## src/rtl/bclk_pkg.sv

```systemverilog
`timescale 1ns/1ps
package bclk_pkg;
  localparam int unsigned REG_W     = 32;
  localparam int unsigned RATIO_LSB = 0;
  localparam int unsigned SRC_BIT   = 8;
  localparam int unsigned POL_BIT   = 9;
  localparam int unsigned MODE_BIT  = 10;
  localparam int unsigned ADJ_LSB   = 12;
  localparam int unsigned RBUSY_BIT = 16;
  localparam int unsigned ABUSY_BIT = 17;
  localparam int unsigned BUSY_BIT  = 18;

  typedef enum logic [1:0] {
    ADJ_NONE  = 2'b00,
    ADJ_LONG  = 2'b01,
    ADJ_SHORT = 2'b10,
    ADJ_NOP   = 2'b11
  } adj_code_e;
endpackage

```

## src/rtl/bclk_ctrl_regs.sv

```systemverilog
`timescale 1ns/1ps
module bclk_ctrl_regs
  import bclk_pkg::*;
#(
  parameter int unsigned DIV_W = 5
) (
  input  logic             clk_i,
  input  logic             rst_ni,
  input  logic             wr_en_i,
  input  logic [REG_W-1:0] wr_data_i,
  input  logic [DIV_W-1:0] ratio_act_i,
  input  logic             adj_take_i,
  input  logic             adj_run_i,
  output logic [DIV_W-1:0] ratio_sw_o,
  output logic             src_int_o,
  output logic             pol_fall_o,
  output logic             mode_o,
  output logic             adj_pend_o,
  output logic             adj_len_o,
  output logic             rbusy_o,
  output logic             abusy_o,
  output logic [REG_W-1:0] rd_data_o
);
  logic [DIV_W-1:0] ratio_q, ratio_d, wr_ratio;
  logic             src_q, pol_q, mode_q;
  logic             adj_pend_q, adj_pend_d, adj_len_q, adj_len_d;
  logic             ratio_we, adj_set, rbusy, abusy;
  adj_code_e        wr_adj;

  // next-state logic
  always_comb begin
    wr_ratio   = wr_data_i[RATIO_LSB +: DIV_W];
    wr_adj     = adj_code_e'(wr_data_i[ADJ_LSB +: 2]);
    rbusy      = (ratio_q != ratio_act_i);
    abusy      = adj_pend_q | adj_run_i;
    ratio_we   = wr_en_i & ~rbusy;
    ratio_d    = ratio_we ? wr_ratio : ratio_q;
    adj_set    = wr_en_i & ~abusy &
                 ((wr_adj == ADJ_LONG) | ((wr_adj == ADJ_SHORT) & (ratio_d != '0)));
    adj_len_d  = adj_set ? (wr_adj == ADJ_LONG) : adj_len_q;
    adj_pend_d = adj_pend_q;
    if (adj_set)         adj_pend_d = 1'b1;
    else if (adj_take_i) adj_pend_d = 1'b0;
  end

  // registers
  always_ff @(posedge clk_i or negedge rst_ni) begin
    if (!rst_ni) begin
      ratio_q    <= '0;
      src_q      <= 1'b1;
      pol_q      <= 1'b0;
      mode_q     <= 1'b1;
      adj_pend_q <= 1'b0;
      adj_len_q  <= 1'b0;
    end else begin
      if (ratio_we) ratio_q <= ratio_d;
      if (wr_en_i) begin
        src_q  <= wr_data_i[SRC_BIT];
        pol_q  <= wr_data_i[POL_BIT];
        mode_q <= wr_data_i[MODE_BIT];
      end
      if (adj_set) adj_len_q <= adj_len_d;
      adj_pend_q <= adj_pend_d;
    end
  end

  // read-back word; adjust field stays zero
  always_comb begin
    rd_data_o                         = '0;
    rd_data_o[RATIO_LSB +: DIV_W]     = ratio_q;
    rd_data_o[SRC_BIT]                = src_q;
    rd_data_o[POL_BIT]                = pol_q;
    rd_data_o[MODE_BIT]               = mode_q;
    rd_data_o[RBUSY_BIT]              = rbusy;
    rd_data_o[ABUSY_BIT]              = abusy;
    rd_data_o[BUSY_BIT]               = rbusy | abusy;
  end

  assign ratio_sw_o = ratio_q;
  assign src_int_o  = src_q;
  assign pol_fall_o = pol_q;
  assign mode_o     = mode_q;
  assign adj_pend_o = adj_pend_q;
  assign adj_len_o  = adj_len_q;
  assign rbusy_o    = rbusy;
  assign abusy_o    = abusy;
endmodule

```

## src/rtl/bclk_divider.sv

```systemverilog
`timescale 1ns/1ps
module bclk_divider #(
  parameter int unsigned DIV_W = 5,
  localparam int unsigned PER_W = DIV_W + 1
) (
  input  logic             clk_i,
  input  logic             rst_ni,
  input  logic [DIV_W-1:0] ratio_sw_i,
  input  logic             adj_pend_i,
  input  logic             adj_len_i,
  output logic [DIV_W-1:0] ratio_act_o,
  output logic             adj_take_o,
  output logic             adj_run_o,
  output logic             term_o,
  output logic [PER_W-1:0] cnt_o,
  output logic [PER_W-1:0] per_o,
  output logic             div1_o,
  output logic             bclk_o,
  output logic             rise_o,
  output logic             fall_o
);
  localparam logic [PER_W-1:0] ONE = PER_W'(1);

  logic [PER_W-1:0] cnt_q, cnt_d, per_q, per_d, base, hi_d;
  logic [DIV_W-1:0] ratio_q, ratio_d;
  logic             run_q, run_d, take, term;
  logic             bclk_q, bclk_d, rise_q, rise_d, fall_q, fall_d;

  // next-state logic: reload only at the terminal count
  always_comb begin
    term    = (cnt_q == per_q - ONE);
    base    = {1'b0, ratio_sw_i} + ONE;
    cnt_d   = term ? '0 : cnt_q + ONE;
    ratio_d = term ? ratio_sw_i : ratio_q;
    per_d   = per_q;
    run_d   = run_q;
    take    = 1'b0;
    if (term) begin
      run_d = adj_pend_i;
      take  = adj_pend_i;
      if (adj_pend_i && adj_len_i)         per_d = base + ONE;
      else if (adj_pend_i && (base > ONE)) per_d = base - ONE;
      else                                 per_d = base;
    end
    hi_d   = (per_d + ONE) >> 1;
    bclk_d = (cnt_d < hi_d);
    rise_d = (cnt_d == '0);
    fall_d = (per_d == ONE) | (cnt_d == hi_d);
  end

  // registers
  always_ff @(posedge clk_i or negedge rst_ni) begin
    if (!rst_ni) begin
      cnt_q   <= '0;
      per_q   <= ONE;
      ratio_q <= '0;
      run_q   <= 1'b0;
      bclk_q  <= 1'b0;
      rise_q  <= 1'b0;
      fall_q  <= 1'b0;
    end else begin
      cnt_q   <= cnt_d;
      per_q   <= per_d;
      ratio_q <= ratio_d;
      run_q   <= run_d;
      bclk_q  <= bclk_d;
      rise_q  <= rise_d;
      fall_q  <= fall_d;
    end
  end

  assign ratio_act_o = ratio_q;
  assign adj_take_o  = take;
  assign adj_run_o   = run_q;
  assign term_o      = term;
  assign cnt_o       = cnt_q;
  assign per_o       = per_q;
  assign div1_o      = (per_q == ONE);
  assign bclk_o      = bclk_q;
  assign rise_o      = rise_q;
  assign fall_o      = fall_q;
endmodule

```

## src/rtl/bclk_out_sel.sv

```systemverilog
`timescale 1ns/1ps
module bclk_out_sel #(
  parameter int unsigned SYNC_STAGES = 2
) (
  input  logic clk_i,
  input  logic rst_ni,
  input  logic src_int_i,
  input  logic pol_fall_i,
  input  logic div1_i,
  input  logic bclk_int_i,
  input  logic rise_i,
  input  logic fall_i,
  input  logic ext_bclk_i,
  output logic bclk_o,
  output logic stb_o
);
  logic [SYNC_STAGES-1:0] ext_q;
  logic                   ext_prev_q, ext_s;

  // synchronizer plus one edge-detect stage
  always_ff @(posedge clk_i or negedge rst_ni) begin
    if (!rst_ni) begin
      ext_q      <= '0;
      ext_prev_q <= 1'b0;
    end else begin
      ext_q      <= {ext_q[SYNC_STAGES-2:0], ext_bclk_i};
      ext_prev_q <= ext_q[SYNC_STAGES-1];
    end
  end

  assign ext_s = ext_q[SYNC_STAGES-1];

  always_comb begin
    if (src_int_i) begin
      bclk_o = div1_i ? clk_i : bclk_int_i;
      stb_o  = pol_fall_i ? fall_i : rise_i;
    end else begin
      bclk_o = ext_s;
      stb_o  = pol_fall_i ? (ext_prev_q & ~ext_s) : (ext_s & ~ext_prev_q);
    end
  end
endmodule

```

## src/rtl/bclk_gen.sv

```systemverilog
`timescale 1ns/1ps
module bclk_gen
  import bclk_pkg::*;
#(
  parameter int unsigned DIV_W       = 5,
  parameter int unsigned SYNC_STAGES = 2,
  localparam int unsigned PER_W      = DIV_W + 1
) (
  input  logic             clk_i,
  input  logic             rst_ni,
  input  logic             wr_en_i,
  input  logic [REG_W-1:0] wr_data_i,
  output logic [REG_W-1:0] rd_data_o,
  input  logic             ext_bclk_i,
  output logic             bclk_o,
  output logic             shift_stb_o,
  output logic             tx_async_o
);
  logic [1:0]       rst_sync_q;
  logic             rst_n;
  logic [DIV_W-1:0] ratio_sw, ratio_act;
  logic             src_int, pol_fall, adj_pend, adj_len, adj_take, adj_run;
  logic             rbusy, abusy, term, div1, bclk_int, rise, fall;
  logic [PER_W-1:0] cnt, per;

  // asynchronous assert, clocked release
  always_ff @(posedge clk_i or negedge rst_ni) begin
    if (!rst_ni) rst_sync_q <= 2'b00;
    else         rst_sync_q <= {rst_sync_q[0], 1'b1};
  end
  assign rst_n = rst_sync_q[1];

  bclk_ctrl_regs #(.DIV_W(DIV_W)) regs_i (
    .clk_i(clk_i), .rst_ni(rst_n), .wr_en_i(wr_en_i), .wr_data_i(wr_data_i),
    .ratio_act_i(ratio_act), .adj_take_i(adj_take), .adj_run_i(adj_run),
    .ratio_sw_o(ratio_sw), .src_int_o(src_int), .pol_fall_o(pol_fall),
    .mode_o(tx_async_o), .adj_pend_o(adj_pend), .adj_len_o(adj_len),
    .rbusy_o(rbusy), .abusy_o(abusy), .rd_data_o(rd_data_o)
  );

  bclk_divider #(.DIV_W(DIV_W)) div_i (
    .clk_i(clk_i), .rst_ni(rst_n), .ratio_sw_i(ratio_sw), .adj_pend_i(adj_pend),
    .adj_len_i(adj_len), .ratio_act_o(ratio_act), .adj_take_o(adj_take),
    .adj_run_o(adj_run), .term_o(term), .cnt_o(cnt), .per_o(per),
    .div1_o(div1), .bclk_o(bclk_int), .rise_o(rise), .fall_o(fall)
  );

  bclk_out_sel #(.SYNC_STAGES(SYNC_STAGES)) out_i (
    .clk_i(clk_i), .rst_ni(rst_n), .src_int_i(src_int), .pol_fall_i(pol_fall),
    .div1_i(div1), .bclk_int_i(bclk_int), .rise_i(rise), .fall_i(fall),
    .ext_bclk_i(ext_bclk_i), .bclk_o(bclk_o), .stb_o(shift_stb_o)
  );
endmodule

```

## config.mk

```make
export PLATFORM = sky130hd
export DESIGN_NAME = bclk_gen
export DESIGN_NICKNAME = d
export VERILOG_FILES = /design/src/rtl/bclk_pkg.sv /design/src/rtl/bclk_ctrl_regs.sv /design/src/rtl/bclk_divider.sv /design/src/rtl/bclk_out_sel.sv /design/src/rtl/bclk_gen.sv
export SDC_FILE = /design/constraint.sdc
export NUM_CORES = 1
export LEC_CHECK = 0
export ABC_CLOCK_PERIOD_IN_PS = 3000
export BUFFER_PORTS_ARGS = -buffer_cell sky130_fd_sc_hd__buf_2
export CORE_UTILIZATION = 29
export DETAILED_ROUTE_END_ITERATION = 10
export PLACE_DENSITY = 0.6
export SYNTH_ARGS = -nofsm -noshare
export SYNTH_HDL_FRONTEND = slang
export SYNTH_HIERARCHICAL = 1
export SYNTH_SLANG_ARGS = --single-unit
export TNS_END_PERCENT = 50
```

## constraint.sdc

```tcl
create_clock -name clk_i -period 3 [get_ports clk_i]
set_input_delay 0.45 -clock clk_i [delete_from_list [all_inputs] [get_ports clk_i]]
set_output_delay 0.45 -clock clk_i [all_outputs]
set_load 0.01 [all_outputs]
```

==> impl_results.md, run 1 <==
- Hold crit path type: input pin to flop
- Violated checks: setup timing
- Reg2reg setup slack: -0.29 ns
- Largest net degree at the start of global routing: 35
- Clock skew: 0.01091 ns
- Synth top area share: 0.3170
- Placer Congestion: 0.8992
- Slowest-stage cell, CP: or4_4
- Vias per Instance: 4.743
- Reg2reg end: div_i/fall_o
- First-pass DRT Iterations: 9
- Unrepaired setup endpoints after global routing: yes
- Input/output buffers: 27
- Critical Path AT: 3.56 ns
- Setup slack after placement: -0.4553 ns
- Dominant cell type by area after synthesis: dfrtp_1
- Worst Setup SP: div_i/per_o[4]
- Most instantiated cells after synthesis: dfrtp_1, buf_4, nand2_1, xnor2_1, nor2_1
- Vias in the first global route: 2073
- Final-report hold violation count: 0
- Area growth, synth to finish: 23.97%
- PD cells: 498.6 nW/um2
- Post-synth EDFFs: 0
- Post-synth cell types: 56
- DRC viols: 0
- Mean routed wirelength per cell: between 10 and 15 um
- Gr ovfl total: 0
- Crit-path max cell delay: between 0.4 and 0.5 ns
- First-pass GRT wire length: 9922 um
- Synth area leaders: dfrtp_1, buf_4, xnor2_1, ha_1, mux2_2
- Critical Path Sink Type: flop
- Final worst path period need: ~3.3 ns
- Post-synthesis async set-or-reset flop share: 1.000
- Syn Area/Cell: 9.238 um2
- # nets final: 388
- Fillers: ~860
- Later-pin clock latency in the skew report: 0.40 ns
- Max-slew violation count: 0
- Dominant synthesized flop cell: dfrtp_1
- I/O Pins: 71
- Total number of vias: 2125
- Worst-path fanout max: 4
- Chip height: a little under 100 um
- Max_cap viols: 0
- R2R depth: 13
- Post-synthesis sequential area ratio: 0.3473
- Synth Cell Area: 2605 um2
- Antenna violations before repair: 0
- HPWL after DPL: 4488 um
- Hold Crit Depth: 1
- Floorplan row count: 34
- Most common cell in the netlist: dfrtp_1
- Gr usage total: 0.1324
- Clock-pin slew on the worst setup and hold paths: 0.08 ns
- Layout cell share with drive strength beyond 1: 0.3441
- Post-route setup TNS: -0.5650 ns
- Synth warnings: 6
- Pleak: ~1.5 nW
- Post-Syn Instances: 282
- Storage cell area: 904.6 um2
- Final worst-path cycle share: 1.095
- Startpoint types: flop
- Finish-stage setup viols: 2
- Routed WL: ~6000 um
- Die area: between 9000 and 10000 um2
- Critical-path cell list: or3_4 -> or4_4 -> a2111oi_4 -> nand2_2 -> clkinv_4 -> mux2_4 -> ha_4 -> nand3_2 -> xor2_1 -> ha_1 -> and3_4 -> o2111ai_2 -> o41ai_2
- Max VDD drop: around 0.0002 V
- Initial DRC count: 204
- Die W: 96.78 um
- Post-CTS Setup Bufs: 0
- CTS tree: yes
- # diodes: 0
- Peak Freq: 304.3 MHz
- Status: finished with violations
- Initial Util: 0.2987
- Core Box Area: a little under 9000 um2
- Final ANT Viol Nets: 0
- CP Data Required Time: 3.27 ns
- Multi-input gate area: approximately 1500 um2
- Reg-to-Reg Start: div_i/per_o[4]
- CP endpoint: div_i/fall_o
- Synthesis-stage register bit count: 36
- PnR worst setup slack: -0.2862 ns
- Setup Crit Path Kind: flop to flop
cells by family (layout without fill, tap and decap cells):
logic type / count (synthesis) / count (layout) / share of synthesized area
and+or+nand+nor: 89 / 89 / 0.1753
buffers and inverters: 54 / 92 / 0.1273
AOI/OAI and AO/OA: 44 / 44 / 0.1210
DFF: 36 / 36 / 0.3473
xor gates and xnor gates: 28 / 28 / 0.09414
muxes: 16 / 16 / 0.06965
adders and majority gates: 13 / 13 / 0.06244
other: 2 / 22 / 0.002883
cells in the final DEF (no fill, tap or decap), types with 2 or more instances in the layout:
cell / synthesis / final
dfstp_2: 3 / 3
mux2_4: 2 / 3
buf_4: 32 / 41
nand2b_1: 2 / 2
dfrtp_1: 33 / 33
mux2i_1: 5 / 5
nor3b_1: 3 / 3
or3b_1: 2 / 2
buf_6: 1 / 2
nor3_1: 4 / 3
and2_1: 2 / 2
ha_1: 13 / 12
o31ai_1: 4 / 4
conb_1: 2 / 22
a32oi_1: 2 / 2
nor2_1: 15 / 15
a21oi_1: 9 / 9
buf_2: 0 / 27
clkbuf_8: 0 / 8
or2_2: 3 / 3
nand2_1: 26 / 25
or3_1: 3 / 2
xnor2_1: 21 / 21
nand4_1: 4 / 4
inv_1: 9 / 9
nand3_1: 13 / 13
xor2_1: 7 / 7
o21ai_0: 11 / 8
nand2_2: 2 / 3
mux2_2: 9 / 8
o21ai_2: 0 / 2
nor2b_1: 2 / 2
timing repair:
item                                    4_1_cts  5_1_grt
hold buffers                                  1        0
endpoints found under the setup margin        2        2
gates resized for setup                       3        4
hold endpoints to repair                      2        0
pin swaps                                     0        0
final cells by class:
cell class / count / share of cell area
clock buffer: 9 / 0.03564
clock inverter: 3 / 0.01317
inverter: 10 / 0.01317
multi-input combinational: 212 / 0.4704
sequential: 36 / 0.2801
tap: 108 / 0.04184
timing repair buffer: 70 / 0.1457
critical path, delay by kind of cell (launching register included):
family	cells	cell delay (ns)
flops	1	0.39
compound gates	3	0.55
mux	1	0.32
simple gates	5	1.22
xor+xnor	1	0.17
buf+inv	1	0.09
fa+ha+maj	2	0.44
flip-flops by register name, indices dropped and copies added, names as in the netlist:
register	count
out_i/ext_prev_q	1
regs_i/mode_o	1
div_i/adj_run_o	1
div_i/fall_o	1
regs_i/adj_len_o	1
div_i/cnt_o	6
div_i/ratio_act_o	5
div_i/bclk_o	1
out_i/ext_q	2
regs_i/ratio_sw_o	5
regs_i/src_int_o	1
div_i/per_o	6
regs_i/adj_pend_o	1
div_i/rise_o	1
regs_i/pol_fall_o	1
rst_sync_q	2
worst min path at each step:
stage	start	end	slack, ns
after floorplan	rst_ni	rst_sync_q[0]	0.15
after global placement	rst_ni	rst_sync_q[1]	0.24
after detailed placement	rst_ni	rst_sync_q[0]	0.24
after CTS	ext_bclk_i	out_i/ext_q[0]	0.15
after global routing	ext_bclk_i	out_i/ext_q[0]	0.14
final	ext_bclk_i	out_i/ext_q[0]	0.15
metal layers:
| metal | vias to the layer above | global-route usage | routed length, um |
|---|---|---|---|
| met4 | 0 | 0.06200 | 70 |
| li1 | 1032 | - | - |
| met1 | 1018 | 0.1698 | 2648 |
| met5 | - | 0 | 0 |
| met3 | 6 | 0.02529 | 264 |
| met2 | 69 | 0.2145 | 2925 |
power by group:
group	internal (mW)	total (mW)	leakage (nW)	switching [mW]
Sequential	0.514	0.543	0.426	0.0291
Combinational	0.261	0.525	0.948	0.264
Clock	0.333	0.542	0.0823	0.209
through the flow:
stage / cell area [um2] / hold WS [ns] / util / power, mW / std cells
finish: 3229 / 0.1542 / 0.3703 / 1.610 / 448
global route: 3229 / 0.1360 / 0.3703 / 1.715 / 448
CTS: 3218 / 0.1472 / 0.3690 / 1.616 / 448
detailed placement: 3043 / 0.2390 / 0.3489 / 1.058 / 436
global placement: 3043 / 0.2354 / 0.3489 / 1.052 / 436
floorplan: 2753 / 0.1544 / - / 0.9275 / 302
Power figures use the tool's default switching activity.
==> run 2: changes to the inputs <==
Settings changed: CORE_ASPECT_RATIO set to 1.25, CORE_UTILIZATION 29 to 49, PLACE_DENSITY 0.6 to 0.86.
==> run 2 against run 1 <==
  * The run still ends with setup timing left
  * Clock skew about the same
  * Combinational power down 1%
  * Die area down 40%
  * Setup slack worse by 0.13 ns
  * Non-clock buffer count up 1
  * Register-to-register slack worse by 0.13 ns
  * Highest routed layer unchanged
==> impl_results.md, run 2 (synthesis gave the netlist of run 1 again) <==
- Status: finished with violations
- Violated checks: setup timing
- Design Area, Final: 3144 um2 (-2.6%)
- Final worst path period need: 3.419 ns (+0.1328 ns)
- CP Data Required Time: 3.31 ns (+0.04 ns)
- PnR worst setup slack: -0.4190 ns (-0.1328 ns)
- Max VDD drop: 0.0002099 V (+7.3%)
- Layout cell share with drive strength beyond 1: 0.3402 (-0.003942)
- Post-DP Area: 2993 um2 (-1.6%)
- Critical Path AT: 3.73 ns (+0.17 ns)
- R2R depth: 14 (+1)
- Worst min-delay path endpoint: out_i/ext_q[0]
- Later-pin clock latency in the skew report: 0.40 ns (about the same)
- Final ANT Viol Nets: 0 (unchanged)
- I/O Pins: 71 (unchanged)
- Clock-pin slew on the worst setup and hold paths: 0.08 ns (about the same)
- Max-slew violation count: 0 (unchanged)
- Clock skew: 0.01095 ns (+0.00004030 ns)
- Input/output buffers: 27 (unchanged)
- Critical Path Sink Type: flop
- Die W: 67.22 um (-31%)
- Worst-path fanout max: 4 (unchanged)
- Multi-input gate area: 1511 um2 (-0.49%)
- Floorplan row count: 29 (-15%)
- Setup Crit Path Kind: flop to flop
- Fillers: 372 (-57%)
- Hold crit path type: input pin to flop
- Chip height: 83.52 um (-14%)
- Storage cell area: 904.6 um2 (unchanged)
- Die area: 5614 um2 (-40%)
- Reg2reg end: div_i/bclk_o
- # diodes: 0 (unchanged)
- Pleak: 1.457 nW (about the same)
- Gr usage total: 0.2558 (+0.1234)
- Core Box Area: 5080 um2 (-42%)
- Most common cell after layout, fill and taps aside: buf_4
- Gr ovfl total: 0 (unchanged)
- Max_cap viols: 0 (unchanged)
- Antenna violations before repair: 0 (unchanged)
- Final worst-path cycle share: 1.140 (+0.04428)
- Initial Util: 0.5128 (+0.2141)
- Pwr Total: 1.532 mW (-4.9%)
- Reg2reg setup slack: -0.42 ns (-0.13 ns)
- Worst hold path startpoint: ext_bclk_i
- Routed WL: 6530 um (+11%)
- # nets final: 389 (+0.26%)
- PD cells: 487.1 nW/um2 (-2.3%)
- Initial DRC count: 180 (-12%)
- Vias per Instance: 5.608 (+18%)
- Vias in the first global route: 2340 (+13%)
- Most frequent cells in the layout: buf_4, dfrtp_1, buf_2, nand2_1, conb_1
- Placer Congestion: 0.9172 (+2.0%)
- Area growth, synth to finish: 20.70%
- CTS tree: yes
- HPWL after DPL: 4862 um (+8.4%)
- Startpoint types: flop
- Peak Freq: 292.5 MHz (-3.9%)
- Tightest Pin Transition: 0.5923 ns
- Total number of vias: 2260 (+6.4%)
- Finish-stage setup viols: 2 (unchanged)
- Mean routed wirelength per cell: 16.20 um (+23%)
- Unrepaired setup endpoints after global routing: yes
- Final-report hold violation count: 0 (unchanged)
- Hold Crit Depth: 1 (unchanged)
- DRC viols: 0 (unchanged)
- Reg-to-Reg Start: div_i/per_o[4]
- Post-route setup TNS: -0.8227 ns (-0.2578 ns)
- Worst slew margin: 0.5996
- First-pass DRT Iterations: 4 (-5)
- First-pass GRT wire length: 10720 um (+8.1%)
- Largest net degree at the start of global routing: 35 (unchanged)
- Fin util: 0.6190 (+0.2487)
run 2: cell count changes in the layout (fill, tap and decap cells not counted), sizes merged:
cell and change:
bufinv -1, clkinvlp -1, buf +1, clkinv +2
run 2: how the worst max path moves through the flow:
stage | start | endpoint | slack (ns) | cells past startpoint
floorplan | div_i/per_o[4] | div_i/bclk_o | -0.24 | 15
global placement | div_i/per_o[4] | div_i/bclk_o | -0.35 | 14
detailed placement | div_i/per_o[4] | div_i/bclk_o | -0.43 | 14
CTS | div_i/per_o[4] | div_i/fall_o | -0.39 | 13
global route | div_i/per_o[4] | div_i/bclk_o | -0.56 | 14
finish | div_i/per_o[4] | div_i/bclk_o | -0.42 | 14
run 2: area by class of cell:
class,count,area share
Tap cell,62,0.02467
Sequential cell,36,0.2877
Timing Repair Buffer,71,0.1508
Clock inverter,3,0.005969
Inverter,10,0.01353
Multi-Input combinational cell,212,0.4807
Clock buffer,9,0.03661
run 2: timing repair:
item | CTS | global route
buffers inserted | 0 | 0
resized for setup | 3 | 1
pin swaps | 0 | 0
hold endpoints to repair | 2 | 0
endpoints found under the setup margin | 2 | 2
hold buffers | 1 | 0
run 2: worst max-delay path: stages, from the launching register on:
cell and delay [ns]:
dfrtp_1 0.39, or3_4 0.41, or4_4 0.44, a2111oi_4 0.35, nand2_2 0.14, clkinv_4 0.09
mux2_4 0.33, ha_4 0.18, nand3_2 0.06, xor2_1 0.19, ha_1 0.27, and3_4 0.18
o21ai_1 0.07, o21ai_1 0.08, nor3_1 0.16
run 2: report_power, final:
part / internal [mW] / total, mW / switching [mW]
registers: 0.514 / 0.556 / 0.0426
logic: 0.254 / 0.519 / 0.266
clock network: 0.249 / 0.456 / 0.207
run 2: layer usage:
metal / part of all wire / GRT usage / vias up
li1: - / - / 1031
met1: 0.38 / 0.2745 / 1098
met2: 0.53 / 0.4255 / 103
met3: 0.054 / 0.08197 / 28
met4: 0.036 / 0.1470 / 0
met5: 0 / 0 / -
run 2: stage by stage:
stage          cells  setup slack (ns)  hold slack (ns)
5_1_grt          403           -0.5608           0.1412
4_1_cts          403           -0.3870           0.1478
6_report         403           -0.4190           0.1487
2_1_floorplan    302           -0.2353           0.1544
3_3_place_gp     391           -0.3488           0.2354
3_5_place_dp     391           -0.4252           0.2401
